`src/rtl/ssp_pkg.sv`:
```
package ssp_pkg;
    typedef enum logic [1:0] {
        ST_OFF   = 2'd0,
        ST_IDLE  = 2'd1,
        ST_LEAD  = 2'd2,
        ST_TRAIL = 2'd3
    } ssp_state_t;

    localparam logic [2:0] MODE_SYNC = 3'b001;
    localparam logic [1:0] SRC_F1    = 2'd0;
    localparam logic [1:0] SRC_F8    = 2'd1;
    localparam logic [1:0] SRC_FN    = 2'd2;
endpackage

```
`src/rtl/ssp_clkgen.sv`:
```
module ssp_clkgen #(
    parameter int M_W    = 8,
    parameter int PD_W   = 4,
    parameter int F8_DIV = 8
) (
    input  logic            clk,
    input  logic            rst_n,
    input  logic            clr,
    input  logic [1:0]      src_sel,
    input  logic [PD_W-1:0] pdiv,
    input  logic [M_W-1:0]  brg_m,
    output logic            half_tick
);
    import ssp_pkg::*;

    localparam int F8_W = $clog2(F8_DIV);
    localparam int SC_W = (PD_W + 1 > F8_W) ? PD_W + 1 : F8_W;

    logic [SC_W-1:0] sc, sc_last;
    logic [M_W-1:0]  hc;
    logic            src_tick;

    // last count of the source-tick counter for each source
    always_comb begin
        case (src_sel)
            SRC_F8:  sc_last = SC_W'(F8_DIV - 1);
            SRC_FN:  sc_last = SC_W'({pdiv, 1'b1});
            default: sc_last = '0;
        endcase
    end

    assign src_tick  = (sc >= sc_last);
    assign half_tick = src_tick && (hc >= brg_m);

    always_ff @(posedge clk or negedge rst_n) begin
        if (!rst_n) begin
            sc <= '0;
            hc <= '0;
        end else if (clr) begin
            sc <= '0;
            hc <= '0;
        end else begin
            sc <= src_tick ? '0 : sc + 1'b1;
            if (src_tick)
                hc <= (hc >= brg_m) ? '0 : hc + 1'b1;
        end
    end
endmodule

```
`src/rtl/ssp_edge_sync.sv`:
```
module ssp_edge_sync (
    input  logic clk,
    input  logic rst_n,
    input  logic pin,
    input  logic pol,
    output logic lead_ev,
    output logic trail_ev
);
    logic s1, s2, s3;

    always_ff @(posedge clk or negedge rst_n) begin
        if (!rst_n) begin
            s1 <= 1'b0;
            s2 <= 1'b0;
            s3 <= 1'b0;
        end else begin
            s1 <= pin;
            s2 <= s1;
            s3 <= s2;
        end
    end

    // leading edge moves the pin to the active level, which equals pol
    assign lead_ev  = (s2 != s3) && (s2 == pol);
    assign trail_ev = (s2 != s3) && (s2 != pol);
endmodule

```
`src/rtl/sync_serial_port.sv`:
```
module sync_serial_port
    import ssp_pkg::*;
#(
    parameter int DATA_W = 8,
    parameter int M_W    = 8,
    parameter int PD_W   = 4
) (
    input  logic              clk,
    input  logic              rst_n,
    input  logic [2:0]        mode,
    input  logic              tx_en,
    input  logic              rx_en,
    input  logic              clk_int,
    input  logic              clk_pol,
    input  logic [1:0]        src_sel,
    input  logic [PD_W-1:0]   pdiv,
    input  logic [M_W-1:0]    brg_m,
    input  logic              irq_mode,
    input  logic              cts_in,
    input  logic              wr_en,
    input  logic [DATA_W-1:0] wr_data,
    input  logic              rd_en,
    output logic [DATA_W-1:0] rd_data,
    input  logic              sclk_in,
    output logic              sclk_out,
    input  logic              rxd,
    output logic              txd,
    output logic              buf_empty,
    output logic              shift_empty,
    output logic              rx_full,
    output logic              tx_irq,
    output logic              rx_irq
);
    localparam int CNT_W = $clog2(DATA_W + 1);

    ssp_state_t        state, nstate;
    logic [DATA_W-1:0] tx_buf, tx_sh, rx_sh, rx_buf;
    logic [CNT_W-1:0]  bitcnt;
    logic              active, half_tick, lead_ev, trail_ev, gen_clr;
    logic              sync_on, start_int, start_ext, last;
    logic              do_load, do_shift, do_sample, do_finish;

    assign sync_on   = (mode == MODE_SYNC);
    assign start_int = !buf_empty && tx_en && !cts_in;
    assign start_ext = !buf_empty && tx_en;
    assign last      = (bitcnt == CNT_W'(DATA_W - 1));
    assign gen_clr   = !(state == ST_LEAD || state == ST_TRAIL);

    ssp_clkgen #(.M_W(M_W), .PD_W(PD_W), .F8_DIV(8)) u_gen (
        .clk(clk), .rst_n(rst_n), .clr(gen_clr), .src_sel(src_sel),
        .pdiv(pdiv), .brg_m(brg_m), .half_tick(half_tick)
    );

    ssp_edge_sync u_sync (
        .clk(clk), .rst_n(rst_n), .pin(sclk_in), .pol(clk_pol),
        .lead_ev(lead_ev), .trail_ev(trail_ev)
    );

    // state register
    always_ff @(posedge clk or negedge rst_n) begin
        if (!rst_n) state <= ST_OFF;
        else        state <= nstate;
    end

    // transitions: load, sample, shift, finish
    always_comb begin
        nstate    = state;
        do_load   = 1'b0;
        do_shift  = 1'b0;
        do_sample = 1'b0;
        do_finish = 1'b0;
        if (!sync_on) begin
            nstate = ST_OFF;
        end else begin
            unique case (state)
                ST_OFF: nstate = ST_IDLE;
                ST_IDLE: begin
                    if (clk_int ? start_int : (lead_ev && start_ext)) begin
                        do_load = 1'b1;
                        nstate  = ST_LEAD;
                    end
                end
                ST_LEAD: begin
                    if (clk_int ? half_tick : trail_ev) begin
                        do_sample = 1'b1;
                        if (!clk_int && last) begin
                            do_finish = 1'b1;
                            nstate    = ST_IDLE;
                        end else begin
                            nstate = ST_TRAIL;
                        end
                    end
                end
                ST_TRAIL: begin
                    if (bitcnt == CNT_W'(DATA_W)) begin
                        if (half_tick) begin
                            if (start_int) begin
                                do_load = 1'b1;
                                nstate  = ST_LEAD;
                            end else begin
                                do_finish = 1'b1;
                                nstate    = ST_IDLE;
                            end
                        end
                    end else if (clk_int ? half_tick : lead_ev) begin
                        do_shift = 1'b1;
                        nstate   = ST_LEAD;
                    end
                end
                default: nstate = ST_OFF;
            endcase
        end
    end

    // datapath, flags and strobes
    always_ff @(posedge clk or negedge rst_n) begin
        if (!rst_n) begin
            tx_buf      <= '0;
            tx_sh       <= '0;
            rx_sh       <= '0;
            rx_buf      <= '0;
            bitcnt      <= '0;
            active      <= 1'b0;
            txd         <= 1'b1;
            buf_empty   <= 1'b1;
            shift_empty <= 1'b1;
            rx_full     <= 1'b0;
            tx_irq      <= 1'b0;
            rx_irq      <= 1'b0;
        end else begin
            tx_irq <= 1'b0;
            rx_irq <= 1'b0;
            if (!sync_on) begin
                bitcnt      <= '0;
                active      <= 1'b0;
                txd         <= 1'b1;
                buf_empty   <= 1'b1;
                shift_empty <= 1'b1;
                rx_full     <= 1'b0;
            end else begin
                if (rd_en) rx_full <= 1'b0;
                if (wr_en) begin
                    tx_buf    <= wr_data;
                    buf_empty <= 1'b0;
                end
                if (do_load) begin
                    txd         <= tx_buf[0];
                    tx_sh       <= tx_buf >> 1;
                    bitcnt      <= '0;
                    active      <= 1'b1;
                    shift_empty <= 1'b0;
                    if (!wr_en) begin
                        buf_empty <= 1'b1;
                        if (!irq_mode) tx_irq <= 1'b1;
                    end
                end
                if (do_shift) begin
                    txd    <= tx_sh[0];
                    tx_sh  <= tx_sh >> 1;
                    active <= 1'b1;
                end
                if (do_sample) begin
                    active <= 1'b0;
                    bitcnt <= bitcnt + 1'b1;
                    if (rx_en) begin
                        rx_sh <= {rxd, rx_sh[DATA_W-1:1]};
                        if (last) begin
                            rx_buf  <= {rxd, rx_sh[DATA_W-1:1]};
                            rx_full <= 1'b1;
                            rx_irq  <= 1'b1;
                        end
                    end
                end
                if (do_finish) begin
                    shift_empty <= 1'b1;
                    if (irq_mode) tx_irq <= 1'b1;
                end
            end
        end
    end

    assign sclk_out = (clk_int && active) ? clk_pol : ~clk_pol;
    assign rd_data  = rx_buf;

    AST_SCLK_IDLE: assert property (@(posedge clk) disable iff (!rst_n)
        (state == ST_IDLE || state == ST_OFF) |-> (sclk_out == ~clk_pol));
    AST_BUSY_FLAG: assert property (@(posedge clk) disable iff (!rst_n)
        (state == ST_LEAD) |-> !shift_empty);
    AST_CTS_HOLD: assert property (@(posedge clk) disable iff (!rst_n)
        (clk_int && state == ST_IDLE && cts_in) |=> (state != ST_LEAD));
    AST_IRQ_PULSE: assert property (@(posedge clk) disable iff (!rst_n)
        tx_irq |=> !tx_irq);
    AST_READ_CLEARS: assert property (@(posedge clk) disable iff (!rst_n)
        (sync_on && rd_en && !(do_sample && last && rx_en)) |=> !rx_full);
    AST_OFF_CLEARS: assert property (@(posedge clk) disable iff (!rst_n)
        !sync_on |=> (buf_empty && shift_empty && !rx_full && !active));
endmodule

```
`config.mk`:
```
export PLATFORM = sky130hd
export DESIGN_NAME = sync_serial_port
export DESIGN_NICKNAME = d
export VERILOG_FILES = /design/src/rtl/ssp_pkg.sv /design/src/rtl/ssp_clkgen.sv /design/src/rtl/ssp_edge_sync.sv /design/src/rtl/sync_serial_port.sv
export SDC_FILE = /design/constraint.sdc
export NUM_CORES = 1
export LEC_CHECK = 0
export BUFFER_PORTS_ARGS = -buffer_cell sky130_fd_sc_hd__buf_2
export CORE_MARGIN = 8
export CORE_UTILIZATION = 57
export CTS_CLUSTER_SIZE = 40
export DETAILED_ROUTE_END_ITERATION = 8
export HOLD_SLACK_MARGIN = 0.03
export MAX_ROUTING_LAYER = met4
export PLACE_DENSITY = 0.81
export SETUP_SLACK_MARGIN = 0.5
export SYNTH_ARGS = -nofsm -noshare
export SYNTH_HDL_FRONTEND = slang
export SYNTH_SLANG_ARGS = --single-unit
```
`constraint.sdc`:
```
create_clock -name clk -period 2.9 [get_ports clk]
set_input_delay 0.29 -clock clk [delete_from_list [all_inputs] [get_ports clk]]
set_output_delay 0.29 -clock clk [all_outputs]
set_load 0.1 [all_outputs]
```
==> results of run 1 <==
-- cells in the mapped netlist (2+ instances only) --
cell type  instances  share of area [%]
mux2_1             2               0.69
buf_1              2               0.23
xor2_1             3               0.81
o21a_1             5                1.2
nor2b_1            3               0.58
o22ai_1            2               0.39
dfrtp_1           56                 43
mux2_2            14                4.9
nand3b_1           7                1.6
ha_1              19                7.3
a211o_1            2               0.54
o31ai_1            2               0.46
nor4bb_1           2               0.62
buf_2              3               0.46
a31oi_1            9                1.7
xnor2_1            2               0.54
nand2b_1           2               0.39
nand3_1           13                2.0
dfstp_2            3                2.4
or3b_2             2               0.54
inv_1             21                2.4
mux2_4             7                3.2
nor2_1            21                2.4
and3_1             5               0.96
clkbuf_1           4               0.46
nor4_1             2               0.39
mux2i_1            2               0.62
a21o_1             7                1.6
nor3b_1            4               0.93
nand2_1           21                2.4
a21oi_1           17                2.6
nor3_1             8                1.2
nor4b_1            3               0.81
o21ai_0           13                2.0
o211ai_1           5                1.2
-- area by class of cell --
cell class / instances / area (sq um) / share of cell area, %
tap: 72 / 90.1 / 2.30
timing repair buffer: 70 / 407 / 10.4
clock buffer: 13 / 169 / 4.31
clock inverter: 2 / 10.0 / 0.255
multi-input combinational: 223 / 1690 / 43.0
sequential: 59 / 1480 / 37.7
inverter: 21 / 78.8 / 2.01
-- what timing repair did --
item | in CTS | in global routing
buffers inserted | 5 | 5
gates resized for setup | 2 | 12
pin swaps | 3 | 4
setup endpoints to repair | 10 | 25
cloned | 0 | 1
-- through the flow --
stage          utilization [%]  setup WS, ps  std cells  total power, uW  cell area, sq um
2_1_floorplan                -           501        313              969              3250
3_3_place_gp              65.6           299        434             1030              3610
3_5_place_dp              65.6           226        434             1040              3610
4_1_cts                   69.7           511        454             1720              3840
5_1_grt                   71.2           459        460             1780              3920
6_report                  71.2           554        460             1720              3920
-- kinds of logic (layout without fill, tap and decap cells) --
group                    after synthesis  after routing  share of synthesized area, %
AND/OR/NAND/NOR                      100            100                          16.9
AO/OA/AOI/OAI                         74             74                          15.5
flip-flops                            59             59                          45.6
buffers and inverters                 31            106                          3.94
multiplexers                          25             25                          9.41
adder cells (fa/ha/maj)               19             19                          7.33
XOR/XNOR                               5              5                          1.35
-- metal layers --
metal  wire [microns]  vias to the layer above  track usage, %
li1                 -                     1278               -
met1             3290                     1321            22.3
met2             3890                       81            30.9
met3              424                       13            5.43
met4              148                        0            8.19
met5                0                        -               -
-- worst reg2reg max path, delay by kind of cell (launching register included) --
family	cells	cell delay, ps
fa+ha+maj	1	200
buf+inv	1	170
flops	1	390
mux	1	320
compound gates	3	540
simple gates	2	610
-- registers in the layout, summed over array words and instances (netlist names) --
| signal | flops |
|---|---|
| rd_data | 8 |
| txd | 1 |
| u_gen.sc | 5 |
| shift_empty | 1 |
| rx_irq | 1 |
| rx_sh | 7 |
| active | 1 |
| u_gen.hc | 8 |
| u_sync.s3 | 1 |
| bitcnt | 4 |
| tx_buf | 8 |
| state | 2 |
| u_sync.s1 | 1 |
| tx_irq | 1 |
| rx_full | 1 |
| buf_empty | 1 |
| u_sync.s2 | 1 |
| tx_sh | 7 |
-- path summary, 6_finish.rpt --
check	startpoint	slack, ps	end	cells past startpoint
min	sclk_in	60	u_sync.s1	1
max in group asynchronous	rst_n	2320	rd_data[6]	2
max reg2reg	u_gen.hc[2]	550	rx_sh[5]	8
max	u_gen.hc[2]	550	rx_sh[5]	8
min in group asynchronous	rst_n	90	rd_data[1]	2
min reg2reg	u_sync.s1	390	u_sync.s2	0
-- power groups by stage --
stage	combinational (uW)	sequential (uW)	clock, uW
2_1_floorplan	88.4	881	0
3_3_place_gp	150	882	0
3_5_place_dp	157	883	0
4_1_cts	158	868	689
5_1_grt	182	872	728
6_report	165	869	686
==> run summary, run 1 <==
Status: complete, no violations
Setup TNS: 0 ps
Inserted Diodes: 0
Arrival @ worst endpoint: 2560 ps
Die X: 91.4 microns
Site Rows: 27
Post-route DRC: 0
Via count: 2693
Worst path buffer plus inverter count: 1
Detailed placement HPWL: 5280 microns
CP Class: register to register
DR WL/cell: 16.9 microns
IO buf count: 51
Fin. Hold Viols: 0
Root Buffer: clkbuf_8
Internal power: 1300 uW
DR vias/cell: 5.85
Antenna viol nets, final: 0
Post-Synthesis Cells: 313
Drt first pass iters: 4
Fmax: 426 MHz
Worst-path clk slew: 70 ps
Number of enable flip-flop cells after synthesis: 0
Switching Power: 423 uW
Largest net degree at the start of global routing: 60
Slew margin rel.: 51.3%
Final #Nets: 440
Switch share: 24.6%
Initial Utilization: 58.9%
Max-Cap Viols: 0
Proportion of synthesized flip-flops having asynchronous set or reset: 100%
Area Growth Syn to Fin: 20.9%
WP data required: 3120 ps
H-tree level count: 3
Post-route clock skew: 5.01 ps
Combinational Power Share: 9.6%
Worst-Margin Slew: 730 ps
Die Y-Extent: 91.4 microns
CORE AREA: 0.00551 sq mm
Hold Path Class: primary input to register
Total grt overflow: 0
Tot GR Track Use: 19.3%
Syn avg cell area: 10.4 sq um
Worst hold slack: 60.5 ps
Max Root-Sink Buffers: 2
Setup Viol. Count Final: 0
Proportion of layout cells with a drive suffix above 1: 32.2%
Primary FF master, synth: dfrtp_1
Commonest non-fill, non-tap cell in the layout: dfrtp_1
IO Count: 52
P per Cell Area: 438 mW/mm^2
GPL Wtd Cong: 0.910
Num CTS Buffers: 9
Clk_lat worst skew: 340 ps
Leak pwr: 0.00198 uW
First-pass GRT wire length: 12800 microns
Critical Path End Type: register
Clock network fraction of total power: 39.9%
Sequential share of the synthesized area: 45.6%
Vias in the first global route: 2712
Clk sinks: 59
FILL cells: 428
Most frequent cells in the layout: dfrtp_1 (56), buf_2 (52), inv_1 (21), nand2_1 (21), nor2_1 (20)
CTS tree: done
Seq pwr share: 50.5%
Delay-heaviest family, CP: simple AND/OR/NAND/NOR gates
Syn nets: 369
Post-Route WL: 7750 microns
Peak supply drop: 0.000327 V
RSZ-0062 raised after global routing: yes
Yosys warns: 0
Final period util: 80.9%
Critical path, cell by cell: ha_1, or4_4, a21oi_4, o31ai_4, a31oi_4, buf_4, nor2_4, mux2_4
Mapped Area: 0.00324 sq mm
Die area: 0.00836 sq mm
Register bit count reported by yosys: 59
CTS Hold Bufs: 0
Worst-path maximum fanout: 7
Worst path max stage delay: 540 ps
Startpoint Class: register
Distinct cell type count after synthesis: 55
Slowest CP cell: or4_4
Initial antenna violation count: 0
Initial DRC Count: 139
Slew Limit Fails: 0
Final Critical Period: 2350 ps
No activity file was read; power rests on OpenSTA's default activity.
==> inputs of run 2 (changes only) <==
--- a/config.mk
+++ b/config.mk
@@ -5,6 +5,7 @@
 export SDC_FILE = /design/constraint.sdc
 export NUM_CORES = 1
 export LEC_CHECK = 0
+export ABC_AREA = 1
 export BUFFER_PORTS_ARGS = -buffer_cell sky130_fd_sc_hd__buf_2
 export CORE_MARGIN = 8
 export CORE_UTILIZATION = 57
==> constraint.sdc (replaced) <==
create_clock -name clk -period 2.4 [get_ports clk]
set_input_delay 0.24 -clock clk [delete_from_list [all_inputs] [get_ports clk]]
set_output_delay 0.24 -clock clk [all_outputs]
set_load 0.1 [all_outputs]
==> run 2 against run 1 <==
Net effect:
- clock skew grew 5.4 ps
- clock-buffer cell count shrank 3
- first-iteration DRC count grew 0.72%
- largest cell class unchanged
==> run summary, run 2 <==
Inserted Diodes: 0 (unchanged)
Mapped Area: 0.00328 sq mm (+1.2%)
IO Count: 52 (unchanged)
GR Layer Usage met1: 21.4% (-0.89 points)
Tot Pwr: 2280 uW (+33%)
Final #Nets: 517 (+18%)
Switch share: 24.9% (+0.33 points)
Via count: 2789 (+3.6%)
Die Y-Extent: 91.9 microns (+0.51%)
WP data required: 2620 ps (-500 ps)
Initial antenna violation count: 0 (unchanged)
Slew Limit Fails: 0 (unchanged)
P per Cell Area: 527 mW/mm^2 (+20%)
GRT Max-Usage Layer: met2
H-tree level count: 3 (unchanged)
Delay-heaviest family, CP: simple AND/OR/NAND/NOR gates
Area leader, netlist: dfrtp_1
Root Buffer: clkbuf_8
Critical path, cell by cell: ha_4, nand2_2, nor2_4, nor2_2, nand2_2, nand2_2, nand2_4, nand4_1, nand2_2, nand2_4, buf_12, nand2_8, o21ai_2
Clk_lat worst skew: 340 ps (about the same)
Syn nets: 434 (+18%)
Num CTS Buffers: 9 (unchanged)
Worst-path maximum fanout: 7 (unchanged)
Worst path buffer plus inverter count: 1 (unchanged)
Setup TNS: 0 ps (unchanged)
Most frequent cells in the layout: inv_1 (56), nand2_1 (56), dfrtp_1 (56), buf_2 (50), nand2_2 (26)
CTS tree: done
Status: complete, no violations
Worst path max stage delay: 430 ps (-110 ps)
Post-Route WL: 7770 microns (+0.27%)
GPL Wtd Cong: 0.845 (-7.2%)
Leak pwr: 0.00216 uW (+8.8%)
Sequential share of the synthesized area: 45.1% (-0.56 points)
Die area: 0.00844 sq mm (+1.0%)
Register bit count reported by yosys: 59 (unchanged)
CP most frequent cell: nand2_2
Primary FF master, synth: dfrtp_1
Detailed placement HPWL: 4940 microns (-6.4%)
Site Rows: 27 (unchanged)
Post-route DRC: 0 (unchanged)
Seq pwr share: 45.9% (-4.6 points)
Final period util: 83.5% (+2.6 points)
Die X: 91.9 microns (+0.51%)
GR Util met2: 30.8% (-0.10 points)
Ranking of synthesized cells by area: dfrtp_1 (43%), nand2_1 (9.0%), ha_1 (7.2%)
First-pass GRT wire length: 12600 microns (-1.9%)
CP Class: register to register
Clk sinks: 59 (unchanged)
Top-count cell post-synth: nand2_1
Antenna viol nets, final: 0 (unchanged)
Peak supply drop: 0.000600 V (+83%)
Initial Utilization: 59.3% (+0.36 points)
GR Util met3: 4.40% (-1.0 points)
DR WL/cell: 14.4 microns (-14%)
Startpoint Class: register
Setup Viol. Count Final: 0 (unchanged)
Largest net degree at the start of global routing: 31 (-48%)
Yosys warns: 0 (unchanged)
Post-Synthesis Cells: 378 (+21%)
Worst-path clk slew: 60 ps (about the same)
Max-Cap Viols: 0 (unchanged)
IO buf count: 51 (unchanged)
CORE AREA: 0.00554 sq mm (+0.61%)
Tot GR Track Use: 18.8% (-0.51 points)
Area Growth Syn to Fin: 32.0%
Drt first pass iters: 5 (+1)
Clock network fraction of total power: 42.1% (+2.2 points)
Max Root-Sink Buffers: 2 (unchanged)
Worst-Margin Slew: 680 ps (-50.1 ps)
Fin. Hold Viols: 0 (unchanged)
Proportion of layout cells with a drive suffix above 1: 39.9% (+7.7 points)
Critical Path End Type: register
Vias in the first global route: 2865 (+5.6%)
DR vias/cell: 5.18 (-11%)
Total grt overflow: 0 (unchanged)
Fmax: 499 MHz (+17%)
Internal power: 1710 uW (+32%)
Synth cell count leaders: nand2_1 (79), inv_1 (62), dfrtp_1 (56)
Combinational Power Share: 12.1% (+2.5 points)
Initial DRC Count: 140 (+0.72%)
Proportion of synthesized flip-flops having asynchronous set or reset: 100% (unchanged)
RSZ-0062 raised after global routing: yes
Post-route clock skew: 10.4 ps (+5.38 ps)
Slowest CP cell: dfrtp_1
Distinct cell type count after synthesis: 41 (-25%)
Arrival @ worst endpoint: 2230 ps (-330 ps)
Hold Path Class: primary input to register
Final Critical Period: 2000 ps (-342 ps)
Synth top area share: 42.7% (-0.53 points)
Syn avg cell area: 8.69 sq um (-16%)
Number of enable flip-flop cells after synthesis: 0 (unchanged)
Slew margin rel.: 54.7% (+3.3 points)
Switching Power: 569 uW (+35%)
==> run 2: cell count changes after synthesis, moves of 7 or more <==
cell      change
mux2_2       -12
a31oi_1       -8
nand2_1      +58
mux2_4        -7
o21ai_1      +10
inv_1        +41
nand3b_1      -7
nand2_2       +8
o21ai_2      +13
==> run 2: final cells by class <==
cell class              instances  area (sq um)
multi-input cells             249          1800
flip-flops and latches         59          1480
fillers                       375          1210
repair buffers                 77           498
inverters                      65           254
clock buffers                  10           128
well taps                      72          90.1
clock inverters                 6          80.1
==> run 2: worst reg2reg max path, stage by stage (launching register included) <==
cell and delay (ps):
dfrtp_1 430, ha_4 300, nand2_2 60, nor2_4 80
nor2_2 40, nand2_2 60, nand2_2 60, nand2_4 100
nand4_1 150, nand2_2 190, nand2_4 130, buf_12 160
nand2_8 80, o21ai_2 50
==> run 2: cells by family (layout without fill, tap and decap cells) <==
| logic type | after synthesis | after routing | share of synthesized area, % |
|---|---|---|---|
| AO/OA/AOI/OAI | 64 | 64 | 12.3 |
| adder cells (fa/ha/maj) | 19 | 19 | 7.24 |
| XOR/XNOR | 10 | 10 | 2.90 |
| buffers and inverters | 72 | 158 | 9.18 |
| flip-flops | 59 | 59 | 45.1 |
| AND/OR/NAND/NOR | 152 | 154 | 22.6 |
| multiplexers | 2 | 2 | 0.686 |
==> run 2: power groups by stage <==
stage / Sequential, uW / Clock [uW] / Combinational, uW
floorplan: 1080 / 0 / 126
global placement: 1060 / 0 / 219
detailed placement: 1060 / 0 / 228
CTS: 1050 / 970 / 246
global route: 1050 / 1010 / 304
finish: 1050 / 960 / 276
==> run 2: through the flow <==
| step | setup WS, ps | area, sq um | hold slack (ps) | utilization (%) | std cells |
|---|---|---|---|---|---|
| 2_1_floorplan | 421 | 3320 | -55.6 | - | 378 |
| 3_3_place_gp | 174 | 3650 | 311 | 65.9 | 499 |
| 3_5_place_dp | 98.8 | 3650 | 322 | 65.9 | 499 |
| 4_1_cts | 446 | 4070 | 130 | 73.5 | 529 |
| 5_1_grt | 311 | 4330 | 138 | 78.2 | 538 |
| 6_report | 396 | 4330 | 142 | 78.2 | 538 |
==> run 2: timing repair <==
action,in CTS,in global routing
resized for setup,20,45
pin swaps,11,14
buffers inserted,10,9
endpoints found under the setup margin,40,48
hold buffers,2,0
endpoints found under the hold margin,27,0
gates cloned,2,0
==> run 2: layer usage <==
| layer | part of all wire [%] | routed length [microns] |
|---|---|---|
| met1 | 40 | 3130 |
| met3 | 4.2 | 329 |
| met2 | 54 | 4170 |
| met4 | 1.9 | 146 |
| met5 | 0 | 0 |
==> run 2: path summary, 6_finish.rpt <==
path                                to  cells past startpoint  slack [ps]         from
max                           tx_sh[1]                     13         400  u_gen.hc[1]
min                          tx_buf[0]                      2         140   wr_data[0]
max reg2reg                   tx_sh[1]                     13         400  u_gen.hc[1]
min reg2reg                  u_sync.s2                      0         350    u_sync.s1
max in group asynchronous  u_gen.hc[3]                      3        1330        rst_n
min in group asynchronous   rd_data[7]                      2         480        rst_n
==> inputs of run 3 (changes only) <==
--- a/config.mk
+++ b/config.mk
@@ -8,12 +8,12 @@
 export ABC_AREA = 1
 export BUFFER_PORTS_ARGS = -buffer_cell sky130_fd_sc_hd__buf_2
 export CORE_MARGIN = 8
-export CORE_UTILIZATION = 57
+export CORE_UTILIZATION = 51
 export CTS_CLUSTER_SIZE = 40
 export DETAILED_ROUTE_END_ITERATION = 8
 export HOLD_SLACK_MARGIN = 0.03
 export MAX_ROUTING_LAYER = met4
-export PLACE_DENSITY = 0.81
+export PLACE_DENSITY = 0.77
 export SETUP_SLACK_MARGIN = 0.5
 export SYNTH_ARGS = -nofsm -noshare
 export SYNTH_HDL_FRONTEND = slang
==> constraint.sdc (replaced) <==
create_clock -name clk -period 1.8 [get_ports clk]
set_input_delay 0.18 -clock clk [delete_from_list [all_inputs] [get_ports clk]]
set_output_delay 0.18 -clock clk [all_outputs]
set_load 0.1 [all_outputs]
==> run 3 against run 2 <==
Net effect:
- the flow now finishes with violations (setup timing)
- fmax up 2.5%
- critical path type unchanged
- combinational power increased by 34%
- core utilization down 7.3 points
- sequential power grew 33%
- power is 23% higher
- highest routed layer unchanged
- non-clock buffer count is 12 higher
- worst setup slack worse by 550 ps
- clock-buffer cell count increased by 3
- wire length shrank 3.2%
- register-to-register slack got worse by 550 ps
- via count rose by 1.5%
==> run summary, run 3 (same netlist as run 2, synthesis figures left out) <==
Status: complete, but fails checks
Failing checks: setup timing
Switch share: 26.8% (+1.8 points)
Internal power: 2050 uW (+20%)
Final Core Density: 70.9% (-7.3 points)
Final #Nets: 530 (+2.5%)
Worst-path clk slew: 60 ps (about the same)
IO buf count: 51 (unchanged)
First-pass GRT wire length: 12300 microns (-2.5%)
Tot GR Track Use: 17.3% (-1.5 points)
Antenna viol nets, final: 0 (unchanged)
Max-Cap Viols: 0 (unchanged)
Die area: 0.00926 sq mm (+9.7%)
Post-route clock skew: 7.12 ps (-3.27 ps)
Post-route DRC: 0 (unchanged)
Fmax: 512 MHz (+2.5%)
CORE AREA: 0.00628 sq mm (+13%)
Fin. Hold Viols: 0 (unchanged)
DR WL/cell: 13.5 microns (-6.3%)
Design area: 0.00445 sq mm (+2.7%)
Final Critical Period: 1950 ps (-49.8 ps)
Die X: 96.2 microns (+4.7%)
IO Count: 52 (unchanged)
WP data required: 2030 ps (-590 ps)
Area Growth Syn to Fin: 35.5%
Worst-path maximum fanout: 7 (unchanged)
Num CTS Buffers: 9 (unchanged)
CP Class: register to register
Final worst slack: -154 ps (-550 ps)
Worst hold slack: 86.0 ps (-55.6 ps)
Clock network fraction of total power: 37.1% (-5.0 points)
Most frequent cells in the layout: nand2_1 (69), dfrtp_1 (56), inv_1 (52), buf_2 (37), buf_4 (37)
Critical Path End Type: register
Initial Utilization: 52.3% (-7.0 points)
Hold Path Depth: 2 (unchanged)
Proportion of layout cells with a drive suffix above 1: 40.3% (+0.38 points)
P per Cell Area: 631 mW/mm^2 (+20%)
Setup TNS: -3550 ps (-3550 ps)
Peak supply drop: 0.000860 V (+43%)
Largest net degree at the start of global routing: 29 (-6.5%)
Startpoint Class: register
Via count: 2830 (+1.5%)
Worst R2R Path Depth: 14 (+1)
Drt first pass iters: 4 (-1)
Hold Path Class: primary input to register
Leak pwr: 0.00222 uW (+2.9%)
Commonest non-fill, non-tap cell in the layout: nand2_1
Post-route insts no fill: 556 (+3.3%)
Combinational Power Share: 13.2% (+1.1 points)
CTS tree: done
Seq pwr share: 49.8% (+3.9 points)
Vias in the first global route: 2823 (-1.5%)
RSZ-0062 raised after global routing: yes
Root Buffer: clkbuf_8
Die Y-Extent: 96.2 microns (+4.7%)
Detailed placement HPWL: 5170 microns (+4.8%)
Site Rows: 29 (+7.4%)
Setup Viol. Count Final: 33 (+33)
DR vias/cell: 5.09 (-1.8%)
Total grt overflow: 0 (unchanged)
Switching Power: 750 uW (+32%)
H-tree level count: 3 (unchanged)
Dpl cells: 526 (+5.4%)
Slew Limit Fails: 0 (unchanged)
Clk sinks: 59 (unchanged)
Inserted Diodes: 0 (unchanged)
GPL Wtd Cong: 0.884 (+4.6%)
Initial antenna violation count: 0 (unchanged)
Post-Route WL: 7530 microns (-3.2%)
Slew margin rel.: 60.0% (+5.3 points)
Max Root-Sink Buffers: 2 (unchanged)
Worst-Margin Slew: 601 ps (-79.6 ps)
Arrival @ worst endpoint: 2180 ps (-50 ps)
Final period util: 109% (+25 points)
Initial DRC Count: 98 (-30%)
Placed Area: 0.00383 sq mm (+5.0%)
Clk_lat worst skew: 340 ps (about the same)
-- run 3: worst max-delay path, cell delays in order, from the launching register on --
cell and delay (ps):
dfrtp_1 420, ha_4 300, nand2_4 40, nor2_2 90, nor2_1 40, nand2_1 70
nand2_2 70, nand2_4 100, nand2_4 60, nand2_4 90, nand2_4 80, nor2_8 180
nand3_4 150, nand2_1 110, o21ai_2 50
-- run 3: final timing paths --
kind | start | end | slack (ps)
min in group asynchronous | rst_n | rd_data[7] | 390
worst min register to register | u_sync.s1 | u_sync.s2 | 350
worst min-delay path | wr_data[0] | tx_buf[0] | 90
worst max-delay path | u_gen.hc[3] | rx_sh[3] | -150
worst max register to register | u_gen.hc[3] | rx_sh[3] | -150
max in group asynchronous | rst_n | rd_data[2] | 860
-- run 3: power by group through the flow --
stage	Combinational [uW]	Clock [uW]	Sequential, uW
2_1_floorplan	170	0	1430
3_3_place_gp	310	0	1420
3_5_place_dp	322	0	1420
4_1_cts	347	1060	1400
5_1_grt	408	1120	1400
6_report	369	1040	1400
-- run 3: what timing repair did --
action                                  CTS  global route
endpoints found under the setup margin   59            55
cloned                                    2             1
pin swaps                                15            17
hold buffers                              2             0
resized for setup                        41            39
buffers inserted                          3             6
hold endpoints to repair                 21             0
-- run 3: per-layer routing --
layer | part of all wire, % | track usage [%] | up-vias
met2 | 52 | 29.3 | 56
met4 | 1.9 | 6.66 | 0
met1 | 42 | 19.6 | 1354
li1 | - | - | 1403
met5 | 0 | - | -
met3 | 4.2 | 3.74 | 17
-- run 3: final cells by class --
type	instances	area, sq um
clock buffer	13	149
inverter	65	256
sequential	59	1480
clock inverter	3	15.0
multi-input combinational	250	1780
fill	464	1830
timing repair buffer	89	674
tap	77	96.3
-- run 3: per-stage QoR --
| step | worst slack (ps) | power (uW) |
|---|---|---|
| 2_1_floorplan | -119 | 1600 |
| 3_3_place_gp | -321 | 1730 |
| 3_5_place_dp | -412 | 1740 |
| 4_1_cts | -144 | 2800 |
| 5_1_grt | -283 | 2930 |
| 6_report | -154 | 2800 |
